### src/rtl/pxfmt_pkg.sv
// Package: shared widths and record types of the pixel formatter.
// Assumes the colormap is split into sections of 2**SECT_SHIFT entries.
package pxfmt_pkg;
    parameter int PIX_W      = 24;   // main-plane bits per pixel
    parameter int OVL_W      = 8;    // overlay bits per pixel
    parameter int POP_W      = 2;    // pop-up bits per pixel
    parameter int SECT_W     = 5;    // colormap section number width
    parameter int NARROW_W   = 8;    // reduced colour-index depth
    parameter int SECT_SHIFT = 8;    // log2 of section size

    localparam int HALF_W = PIX_W / 2;   // colour-index half width
    localparam int COMP_W = PIX_W / 3;   // RGB component width

    // One window mode entry; bit order is the software-visible layout.
    typedef struct packed {
        logic              rgb;    // 1 = RGB, 0 = colour index
        logic              dbl;    // double-buffered colour index
        logic              back;   // buffer half select
        logic              d8;     // narrow colour-index depth
        logic [SECT_W-1:0] sect;   // colormap section number
    } mode_t;

    localparam int MODE_W = $bits(mode_t);

    // Raw plane bits of one pixel.
    typedef struct packed {
        logic [PIX_W-1:0] pix;
        logic [OVL_W-1:0] ovl;
        logic [POP_W-1:0] pop;
    } planes_t;
endpackage

### src/rtl/pxfmt_mode_table.sv
// Module: per-window mode table with shadow and active copies.
// Writes go to the shadow copy; the active copy, which the lanes read,
// is reloaded from the shadow (including a same-cycle write) on frame_start.
// Assumes one write per cycle; reads are combinational, one port per lane.
module pxfmt_mode_table
    import pxfmt_pkg::*;
#(
    parameter int TAG_W = 4,
    parameter int LANES = 2
) (
    input  logic                    clk,
    input  logic                    rst_n,
    input  logic                    wr_en,
    input  logic [TAG_W-1:0]        wr_addr,
    input  mode_t                   wr_mode,
    input  logic                    frame_start,
    input  logic [LANES*TAG_W-1:0]  rd_tag,
    output mode_t [LANES-1:0]       rd_mode
);
    localparam int ENTRIES = 1 << TAG_W;

    mode_t [ENTRIES-1:0] shadow_q;
    mode_t [ENTRIES-1:0] shadow_d;
    mode_t [ENTRIES-1:0] active_q;

    // Shadow next state: apply this cycle's write.
    always_comb begin
        shadow_d = shadow_q;
        if (wr_en) begin
            shadow_d[wr_addr] = wr_mode;
        end
    end

    // Hold shadow; publish it to the active copy at a frame boundary.
    always_ff @(posedge clk) begin
        if (!rst_n) begin
            shadow_q <= '0;
            active_q <= '0;
        end else begin
            shadow_q <= shadow_d;
            if (frame_start) begin
                active_q <= shadow_d;
            end
        end
    end

    // One read port per lane.
    for (genvar g = 0; g < LANES; g++) begin : gen_rd
        assign rd_mode[g] = active_q[rd_tag[g*TAG_W +: TAG_W]];
    end

    // the table the lanes see only changes right after a frame pulse.
    a_r8_hold_between_frames: assert property (@(posedge clk) disable iff (!rst_n)
        !$past(frame_start) |-> $stable(active_q));
endmodule

### src/rtl/pxfmt_lane_select.sv
// Module: combinational plane priority and index build for one pixel.
// Priority: pop-up (non-zero), then overlay (non-zero), then main planes
// interpreted by the window mode. Sums wrap at the index width.
module pxfmt_lane_select
    import pxfmt_pkg::*;
#(
    parameter int IDX_W    = 13,
    parameter int OVL_SECT = 30,
    parameter int POP_SECT = 31
) (
    input  planes_t           pl,
    input  mode_t             md,
    output logic [IDX_W-1:0]  idx_r,
    output logic [IDX_W-1:0]  idx_g,
    output logic [IDX_W-1:0]  idx_b
);
    localparam logic [IDX_W-1:0] POP_BASE = IDX_W'(POP_SECT * (1 << SECT_SHIFT));
    localparam logic [IDX_W-1:0] OVL_BASE = IDX_W'(OVL_SECT * (1 << SECT_SHIFT));
    localparam logic [HALF_W-1:0] NARROW_MASK = HALF_W'((1 << NARROW_W) - 1);

    logic [IDX_W-1:0]  sect_base;
    logic [HALF_W-1:0] ci_half;
    logic [HALF_W-1:0] ci_val;
    logic [IDX_W-1:0]  ci_idx;

    // Colour-index path: half select, depth mask, section offset.
    always_comb begin
        sect_base = IDX_W'(md.sect) << SECT_SHIFT;
        ci_half   = (md.dbl && md.back) ? pl.pix[PIX_W-1 -: HALF_W]
                                        : pl.pix[HALF_W-1:0];
        ci_val    = md.d8 ? (ci_half & NARROW_MASK) : ci_half;
        ci_idx    = sect_base + IDX_W'(ci_val);
    end

    // Source priority and final index per colour channel.
    always_comb begin
        if (pl.pop != '0) begin
            idx_r = POP_BASE + IDX_W'(pl.pop);
            idx_g = idx_r;
            idx_b = idx_r;
        end else if (pl.ovl != '0) begin
            idx_r = OVL_BASE + IDX_W'(pl.ovl);
            idx_g = idx_r;
            idx_b = idx_r;
        end else if (md.rgb) begin
            idx_r = sect_base + IDX_W'(pl.pix[PIX_W-1 -: COMP_W]);
            idx_g = sect_base + IDX_W'(pl.pix[COMP_W +: COMP_W]);
            idx_b = sect_base + IDX_W'(pl.pix[COMP_W-1:0]);
        end else begin
            idx_r = ci_idx;
            idx_g = ci_idx;
            idx_b = ci_idx;
        end
    end
endmodule

### src/rtl/pxfmt_lane.sv
// Module: one formatter lane, two register stages.
// Stage 1 captures planes and the looked-up mode; stage 2 registers the
// built indices. Assumes the mode arrives in the same cycle as its pixel.
module pxfmt_lane
    import pxfmt_pkg::*;
#(
    parameter int IDX_W    = 13,
    parameter int OVL_SECT = 30,
    parameter int POP_SECT = 31
) (
    input  logic              clk,
    input  logic              rst_n,
    input  logic              vld_in,
    input  planes_t           pl_in,
    input  mode_t             md_in,
    output logic              vld_out,
    output logic [IDX_W-1:0]  idx_r,
    output logic [IDX_W-1:0]  idx_g,
    output logic [IDX_W-1:0]  idx_b
);
    localparam logic [IDX_W-1:0] POP_BASE = IDX_W'(POP_SECT * (1 << SECT_SHIFT));
    localparam logic [IDX_W-1:0] OVL_BASE = IDX_W'(OVL_SECT * (1 << SECT_SHIFT));

    logic             vld_s1;
    planes_t          pl_s1;
    mode_t            md_s1;
    logic [IDX_W-1:0] sel_r, sel_g, sel_b;

    // Stage 1: capture pixel planes and their window mode.
    always_ff @(posedge clk) begin
        if (!rst_n) begin
            vld_s1 <= 1'b0;
            pl_s1  <= '0;
            md_s1  <= '0;
        end else begin
            vld_s1 <= vld_in;
            pl_s1  <= pl_in;
            md_s1  <= md_in;
        end
    end

    pxfmt_lane_select #(
        .IDX_W    (IDX_W),
        .OVL_SECT (OVL_SECT),
        .POP_SECT (POP_SECT)
    ) u_sel (
        .pl    (pl_s1),
        .md    (md_s1),
        .idx_r (sel_r),
        .idx_g (sel_g),
        .idx_b (sel_b)
    );

    // Stage 2: register the finished indices.
    always_ff @(posedge clk) begin
        if (!rst_n) begin
            vld_out <= 1'b0;
            idx_r   <= '0;
            idx_g   <= '0;
            idx_b   <= '0;
        end else begin
            vld_out <= vld_s1;
            idx_r   <= sel_r;
            idx_g   <= sel_g;
            idx_b   <= sel_b;
        end
    end

    // Cycles since reset, saturating at the pipeline depth (checks only).
    logic [1:0] warm_q;
    always_ff @(posedge clk) begin
        if (!rst_n) begin
            warm_q <= '0;
        end else if (warm_q != 2'd2) begin
            warm_q <= warm_q + 2'd1;
        end
    end

    // valid emerges two cycles after it entered.
    a_r9_two_cycle_valid: assert property (@(posedge clk) disable iff (!rst_n)
        (warm_q == 2'd2) |-> (vld_out == $past(vld_in, 2)));

    // non-zero pop-up bits decide all three channels.
    a_r2_popup_wins: assert property (@(posedge clk) disable iff (!rst_n)
        (warm_q == 2'd2 && $past(pl_in.pop, 2) != '0) |->
        (idx_r == POP_BASE + IDX_W'($past(pl_in.pop, 2)) &&
         idx_g == idx_r && idx_b == idx_r));

    // overlay decides when pop-up is clear.
    a_r3_overlay_next: assert property (@(posedge clk) disable iff (!rst_n)
        (warm_q == 2'd2 && $past(pl_in.pop, 2) == '0 && $past(pl_in.ovl, 2) != '0) |->
        (idx_r == OVL_BASE + IDX_W'($past(pl_in.ovl, 2)) &&
         idx_g == idx_r && idx_b == idx_r));
endmodule

### src/rtl/win_pixel_formatter.sv
// Module: top of the per-window display pixel formatter.
// Holds one shared mode table and LANES identical lanes, each handling one
// pixel of the group delivered per clock. Lane n uses slice n of every bus.
module win_pixel_formatter
    import pxfmt_pkg::*;
#(
    parameter int LANES    = 2,
    parameter int TAG_W    = 4,
    parameter int IDX_W    = 13,
    parameter int OVL_SECT = 30,
    parameter int POP_SECT = 31
) (
    input  logic                    clk,
    input  logic                    rst_n,
    input  logic                    cfg_we,
    input  logic [TAG_W-1:0]        cfg_addr,
    input  logic [MODE_W-1:0]       cfg_data,
    input  logic                    frame_start,
    input  logic                    pix_vld,
    input  logic [LANES*PIX_W-1:0]  pix_planes,
    input  logic [LANES*OVL_W-1:0]  ovl_planes,
    input  logic [LANES*POP_W-1:0]  pop_planes,
    input  logic [LANES*TAG_W-1:0]  win_tag,
    output logic [LANES-1:0]        out_vld,
    output logic [LANES*IDX_W-1:0]  out_idx_r,
    output logic [LANES*IDX_W-1:0]  out_idx_g,
    output logic [LANES*IDX_W-1:0]  out_idx_b
);
    mode_t [LANES-1:0] lane_mode;

    pxfmt_mode_table #(
        .TAG_W (TAG_W),
        .LANES (LANES)
    ) u_table (
        .clk         (clk),
        .rst_n       (rst_n),
        .wr_en       (cfg_we),
        .wr_addr     (cfg_addr),
        .wr_mode     (mode_t'(cfg_data)),
        .frame_start (frame_start),
        .rd_tag      (win_tag),
        .rd_mode     (lane_mode)
    );

    // One lane per pixel position of the group.
    for (genvar g = 0; g < LANES; g++) begin : gen_lane
        planes_t lane_pl;

        // Gather this lane's plane slices into one record.
        always_comb begin
            lane_pl.pix = pix_planes[g*PIX_W +: PIX_W];
            lane_pl.ovl = ovl_planes[g*OVL_W +: OVL_W];
            lane_pl.pop = pop_planes[g*POP_W +: POP_W];
        end

        pxfmt_lane #(
            .IDX_W    (IDX_W),
            .OVL_SECT (OVL_SECT),
            .POP_SECT (POP_SECT)
        ) u_lane (
            .clk     (clk),
            .rst_n   (rst_n),
            .vld_in  (pix_vld),
            .pl_in   (lane_pl),
            .md_in   (lane_mode[g]),
            .vld_out (out_vld[g]),
            .idx_r   (out_idx_r[g*IDX_W +: IDX_W]),
            .idx_g   (out_idx_g[g*IDX_W +: IDX_W]),
            .idx_b   (out_idx_b[g*IDX_W +: IDX_W])
        );
    end
endmodule

### config.mk
export PLATFORM = sky130hd
export DESIGN_NAME = win_pixel_formatter
export DESIGN_NICKNAME = d
export VERILOG_FILES = /design/src/rtl/pxfmt_pkg.sv /design/src/rtl/pxfmt_mode_table.sv /design/src/rtl/pxfmt_lane_select.sv /design/src/rtl/pxfmt_lane.sv /design/src/rtl/win_pixel_formatter.sv
export SDC_FILE = /design/constraint.sdc
export NUM_CORES = 1
export LEC_CHECK = 0
export ABC_AREA = 1
export BUFFER_PORTS_ARGS = -buffer_cell sky130_fd_sc_hd__clkbuf_2
export CORE_UTILIZATION = 60
export CTS_CLUSTER_DIAMETER = 50
export DETAILED_ROUTE_END_ITERATION = 7
export GPL_ROUTABILITY_DRIVEN = 0
export PLACE_DENSITY = 0.9
export SYNTH_ARGS = -nofsm -noshare
export SYNTH_HDL_FRONTEND = slang
export SYNTH_SLANG_ARGS = --single-unit
### constraint.sdc
create_clock -name clk -period 2.2 [get_ports clk]
set_input_delay 0.44 -clock clk [delete_from_list [all_inputs] [get_ports clk]]
set_output_delay 0.44 -clock clk [all_outputs]
set_load 0.05 [all_outputs]
Word-level counts from Yosys, hierarchy flattened
Cells that the tools add are included.
{ "word_totals": {"reg_bits": 454, "output_inout_bits": 80, "elab_cells": 237, "input_bits": 94} }
{ "op_classes": {"add_sub_neg": 12, "muxes": 30, "n_lt_le_gt_ge": 4, "reduce_logical": 7} }
{ "op_table": {"columns": ["op", "count"], "rows": [
  ["2-to-1 mux 13 bit", 18],
  ["bitwise mux 144 bit", 1],
  ["2-to-1 mux 144 bit", 1],
  ["adder 13 x 8 -> 13 bit", 6],
  ["binary-select mux 9 bit (select 4 bit)", 2],
  ["2-to-1 mux 12 bit", 4],
  ["demux 9 bit (select 4 bit)", 1],
  ["2-to-1 mux 9 bit", 3],
  ["adder 13 x 12 -> 13 bit", 2],
  ["adder 10 x 9 -> 11 bit (first input constant)", 2],
  ["adder 9 x 3 -> 10 bit (first input constant)", 2],
  ["nonzero test 8 bit", 2],
  ["< comparator 4 x 5 -> 1 bit (second input constant)", 3],
  ["greater-or-equal comparator 4 x 1 -> 1 bit (second input constant)", 1],
  ["nonzero test 2 bit", 2],
  ["logical AND 1 bit", 3]
]} }

Longest topological paths before layout
{ "depth": {"word_depth": 7, "ltp_mapped": 13, "mapped_depth_nobuf": 12} }

Cells and area by module
From an unflattened synthesis, not the netlist that was laid out.
{ "hier_totals": {"hier_cells": 3195, "area_unflattened_um2": 21245.4} }
{ "modules_own_cells": {"columns": ["mod", "n_inst", "cells_each", "seq_area_each_um2", "area_per_inst_um2"], "rows": [
  ["pxfmt_mode_table", 1, 2203, 5765.5, 14113.5],
  ["pxfmt_lane", 2, 261, 1681.6, 2374.8],
  ["pxfmt_lane_select", 2, 235, 0.0, 1191.1]
]} }

Least setup slack after synthesis
Ideal clock, no wire load.
{ "synth_path": {"kind": "reg2reg", "from": "reg gen_lane[1].u_lane.md_s1[7] (netlist bit)", "to": "reg gen_lane[1].u_lane.idx_r[12]", "t_required_ns": 2.068, "arrival_ns": 1.891, "setup_slack_ns": 0.176, "path_stages_with_launch": 14, "n_path_buf": 1, "synth_period_minus_slack_ns": 2.024, "setup_time_ns": 0.132, "cell_sequence": "dfxtp_1 > nand2_1 > clkbuf_1 > nor2_1 > a211oi_1 > ha_1 > inv_1 > fa_1 > inv_1 > nand3_1 > nand2_1 > nand3_1 > nand2_1 > a21oi_1"} }
{ "synth_via": {"elab_chain_cells": 7} }
{ "synth_lines": {"columns": ["element", "line", "source"], "rows": [
  ["start: declaration", "pxfmt_lane.sv:26", "mode_t md_s1;"],
  ["start signal: assignment", "pxfmt_lane.sv:38", "md_s1 <= md_in;"],
  ["logical AND 1 bit", "pxfmt_lane_select.sv:29", "ci_half = (md.dbl && md.back) ? pl.pix[PIX_W-1 -: HALF_W]"],
  ["2-to-1 mux 12 bit", "pxfmt_lane_select.sv:29", null],
  ["2-to-1 mux 12 bit", "pxfmt_lane_select.sv:31", "ci_val = md.d8 ? (ci_half & NARROW_MASK) : ci_half;"],
  ["adder 13 x 12 -> 13 bit", "pxfmt_lane_select.sv:32", "ci_idx = sect_base + IDX_W'(ci_val);"],
  ["2-to-1 mux 13 bit", "pxfmt_lane_select.sv:45", "end else if (md.rgb) begin"],
  ["2-to-1 mux 13 bit", "pxfmt_lane_select.sv:41", "end else if (pl.ovl != '0) begin"],
  ["2-to-1 mux 13 bit", "pxfmt_lane_select.sv:37", "if (pl.pop != '0) begin"],
  ["end signal: assignment", "pxfmt_lane.sv:63", "idx_r <= sel_r;"],
  ["end: declaration", "pxfmt_lane.sv:17", "output logic [IDX_W-1:0] idx_r,"]
]} }
No other way between the ends.
A chain may end at the register's enable or synchronous reset.

Worst setup path in the final report
{ "layout_path": {"from": "reg gen_lane[0].u_lane.md_s1[7] (netlist bit)", "to": "reg gen_lane[0].u_lane.idx_b[12]"} }
{ "layout_via": {"elab_chain_cells": 7} }
{ "layout_lines": {"columns": ["element", "line", "source"], "rows": [
  ["start: declaration", "pxfmt_lane.sv:26", null],
  ["start signal: assignment", "pxfmt_lane.sv:38", null],
  ["logical AND 1 bit", "pxfmt_lane_select.sv:29", null],
  ["2-to-1 mux 12 bit", "pxfmt_lane_select.sv:29", null],
  ["2-to-1 mux 12 bit", "pxfmt_lane_select.sv:31", null],
  ["adder 13 x 12 -> 13 bit", "pxfmt_lane_select.sv:32", null],
  ["2-to-1 mux 13 bit", "pxfmt_lane_select.sv:45", null],
  ["2-to-1 mux 13 bit", "pxfmt_lane_select.sv:41", null],
  ["2-to-1 mux 13 bit", "pxfmt_lane_select.sv:37", null],
  ["end signal: assignment", "pxfmt_lane.sv:65", "idx_b <= sel_b;"],
  ["end: declaration", "pxfmt_lane.sv:19", "output logic [IDX_W-1:0] idx_b"]
]} }
No other way between the ends.

==> flow_summary_export.csv <==
group,metric,value,unit
run_status,status,"complete, but fails checks",
run_status,violations,"design-rule violations",
cts,htreeDepth,2,
routing,post_drt_via_cell_ratio,5.66,
worst_setup_path,arrival,2.46,ns
synthesis,ys_seq_area_frac,0.443,
job,cap_violations,0,
cts,clock_latency,0.55,ns
finish,final_common_cell,"nand2_1",
synthesis,synth_compound_area_frac,0.129,
synthesis,yosys_register_bits,434,
sta,grt_setup_unrepaired,"no",
cts,cts_root_buf,"clkbuf_16",
sta,setup_viol,0,
floorplanning,die_width,183,µm
synthesis,ys.flop_type,"dfxtp_1",
synthesis,synthArstFlopShare,0,
floorplanning,die_h,183,µm
finish,fin_util,0.689,
synthesis,synth-xor-area-share,0.000893,
sta,timing.final.ws_setup,0.224,ns
sta,drv_slew,0,
pwr,p_seq_frac,0.456,
cts,cts_tree,"done",
routing,drtIter0Drc,3140,
worst_setup_path,worstPathMaxFanout,9,
sta,period_minus_slack,1.98,ns
sta,setup-tns-final,0,ns
pwr,finalPower,18300,µW
pwr,p_switching,5020,µW
routing,drc,1,
floorplanning,ios,174,
routing,dr.pass1.iters,8,
sta,finalHoldViolations,0,
synthesis,synth_top_family_by_area,"simple AND/OR/NAND/NOR gates",
pwr,ir_worst_vdd,0.610,mV
floorplanning,core_region_area,31900,µm²
synthesis,synth-adder-area-share,0.00715,
pwr,p_comb_frac,0.133,
global_routing,grt_start_max_net_pins,123,
floorplanning,start_util,0.615,
sta,finalCritPeriodShare,0.898,
cts,cts-buffers-inserted,45,
pwr,leakagePower,0.0119,µW
finish,nets,3063,
pwr,power_frac_clock,0.411,
finish,final_cell_mix,"nand2_1 (807), inv_1 (517), dfxtp_1 (434)",
worst_setup_path,ff2ff_setup_slack,0.22,ns
synthesis,avgSynthCellArea,6.80,µm²
routing,wire_per_inst,16.7,µm
finish,final_layout_size_suffix_gt1_frac,0.104,
global_routing,gr-total-overflow,0,
worst_setup_path,start_kind,"register",
pwr,p_int,13300,µW
cts,cts_buffer_depth,3,
placed_design,dp_slack,0.175,ns
min_path,hold_path.class,"in -> reg",
synthesis,synth_edf_count,0,
worst_setup_path,end_kind,"register",
sta,fin_skew,0.0268,ns
placed_design,dp_hpwl,37800,µm
synthesis,syn-num-nets,2989,
placed_design,io_buffers,173,
pwr,swShare,0.274,
synthesis,synth_cell_types,36,
finish,fillerInstances,2454,
synthesis,yosys.area_share.simple,0.267,
finish,syn_to_final_growth,12.1,%
synthesis,synthesis.area,19600,µm²
pwr,power.density,834,nW/µm²
global_routing,track_usage,0.337,
synthesis,synth_cells,2885,
synthesis,yosys_warnings,0,
sta,fmax,506,MHz
worst_setup_path,cp.required,2.69,ns
routing,vias,19400,
global_routing,first_global_vias,18300,
sta,tightest_slew,0.705,ns
worst_setup_path,critical_path_class,"reg -> reg",
sta,slew_headroom,0.530,
cts,cts.sinks,434,
global_routing,antenna_found_initial,2,
cts,clk_pin_slew,0.06,ns
global_routing,grt_pass1_wl,90800,µm
routing,drt_wl_total,57100,µm
synthesis,synth_mux_area_frac,0,
routing,postRouteAntennaNets,0,
floorplanning,fp-row-count,65,
floorplanning,dieArea,33400,µm²
## worst max-delay path: stages, from the launching register on
cell and delay (ns):
dfxtp_1 0.31, nand2_2 0.15, nor2_1 0.07, a211oi_1 0.19, ha_1 0.22, inv_1 0.06, fa_1 0.43, inv_1 0.07
nand3_1 0.06, nand2_1 0.09, a21o_1 0.12, nand2_1 0.05, a21oi_1 0.11
## power by group through the flow
stage | clock network [µW] | registers (µW) | logic, µW
3_3_place_gp | 0 | 8510 | 2250
5_1_grt | 7880 | 8380 | 2650
2_1_floorplan | 0 | 8660 | 1540
6_report | 7530 | 8360 | 2440
3_5_place_dp | 0 | 8520 | 2320
4_1_cts | 7550 | 8360 | 2360
## layer usage
| layer | GRT usage | up-vias | part of all wire |
|---|---|---|---|
| li1 | - | 8988 | - |
| met1 | 0.414 | 8725 | 0.37 |
| met2 | 0.542 | 1317 | 0.45 |
| met3 | 0.0703 | 353 | 0.11 |
| met4 | 0.210 | 4 | 0.068 |
| met5 | 0 | - | 0.00095 |
## cells by family (layout without fill, tap and decap cells)
kind of cell,Yosys count,count (layout)
adder cells (fa/ha/maj),10,10
AO/OA/AOI/OAI,460,460
buffers and inverters,716,819
XOR/XNOR,2,2
AND/OR/NAND/NOR,1263,1263
other,0,1
flip-flops,434,434
## flip-flops by register name (all words and copies together) (netlist names)
signal	flops
u_table.active_q	144
gen_lane.u_lane.idx_b	17
gen_lane.u_lane.pl_s1	68
gen_lane.u_lane.idx_r	25
gen_lane.u_lane.idx_g	16
gen_lane.u_lane.md_s1	18
gen_lane.u_lane.vld_s1	1
gen_lane.u_lane.vld_out	1
u_table.shadow_q	144
## what timing repair did
action / 4_1_cts / 5_1_grt
gates resized for setup: 0 / 4
setup buffers: 0 / 0
endpoints found under the setup margin: 0 / 4
hold buffers: 0 / 0
## cell usage after synthesis (3+ instances only)
cell type / instances / area (µm²)
clkinv_1: 8 / 30.0
inv_1: 517 / 1940
nand2_1: 809 / 3040
clkbuf_8: 9 / 124
buf_4: 27 / 203
nor2_1: 127 / 477
o21a_1: 22 / 165
a21oi_1: 176 / 881
nand2_2: 11 / 68.8
buf_6: 5 / 56.3
clkbuf_1: 111 / 417
and2_1: 38 / 238
dfxtp_1: 434 / 8690
inv_2: 3 / 11.3
nand3_1: 268 / 1340
o21ai_0: 164 / 821
o211ai_1: 62 / 465
ha_1: 8 / 100
buf_2: 21 / 105
a211oi_1: 6 / 45.0
buf_1: 8 / 30.0
o21ai_1: 25 / 125
## metrics by stage
| stage | cell area [µm²] | std cells | hold slack (ns) |
|---|---|---|---|
| floorplan | 19600 | 2885 | 0.390 |
| global placement | 20500 | 3347 | 0.394 |
| detailed placement | 20500 | 3347 | 0.400 |
| CTS | 22000 | 3423 | 0.0567 |
| global route | 22000 | 3424 | 0.0714 |
| finish | 22000 | 3424 | 0.0720 |
## area by class of cell
class | instances | area, µm² | area share
timing repair buffer | 215 | 1340 | 0.0610
sequential | 434 | 8690 | 0.395
antenna | 1 | 2.50 | 0.000114
clock inverter | 13 | 155 | 0.00706
multi-input combinational | 1735 | 7950 | 0.362
inverter | 528 | 1990 | 0.0904
tap | 435 | 544 | 0.0248
clock buffer | 63 | 1310 | 0.0598
## path summary, 6_finish.rpt
check | start | endpoint | cells after the start
min reg2reg | gen_lane[1].u_lane.vld_s1 | gen_lane[0].u_lane.vld_out | 2
max | gen_lane[0].u_lane.md_s1[7] | gen_lane[0].u_lane.idx_b[12] | 12
max reg2reg | gen_lane[0].u_lane.md_s1[7] | gen_lane[0].u_lane.idx_b[12] | 12
min | pix_planes[24] | gen_lane[1].u_lane.pl_s1[10] | 3
(Power assumes the default switching activity.)
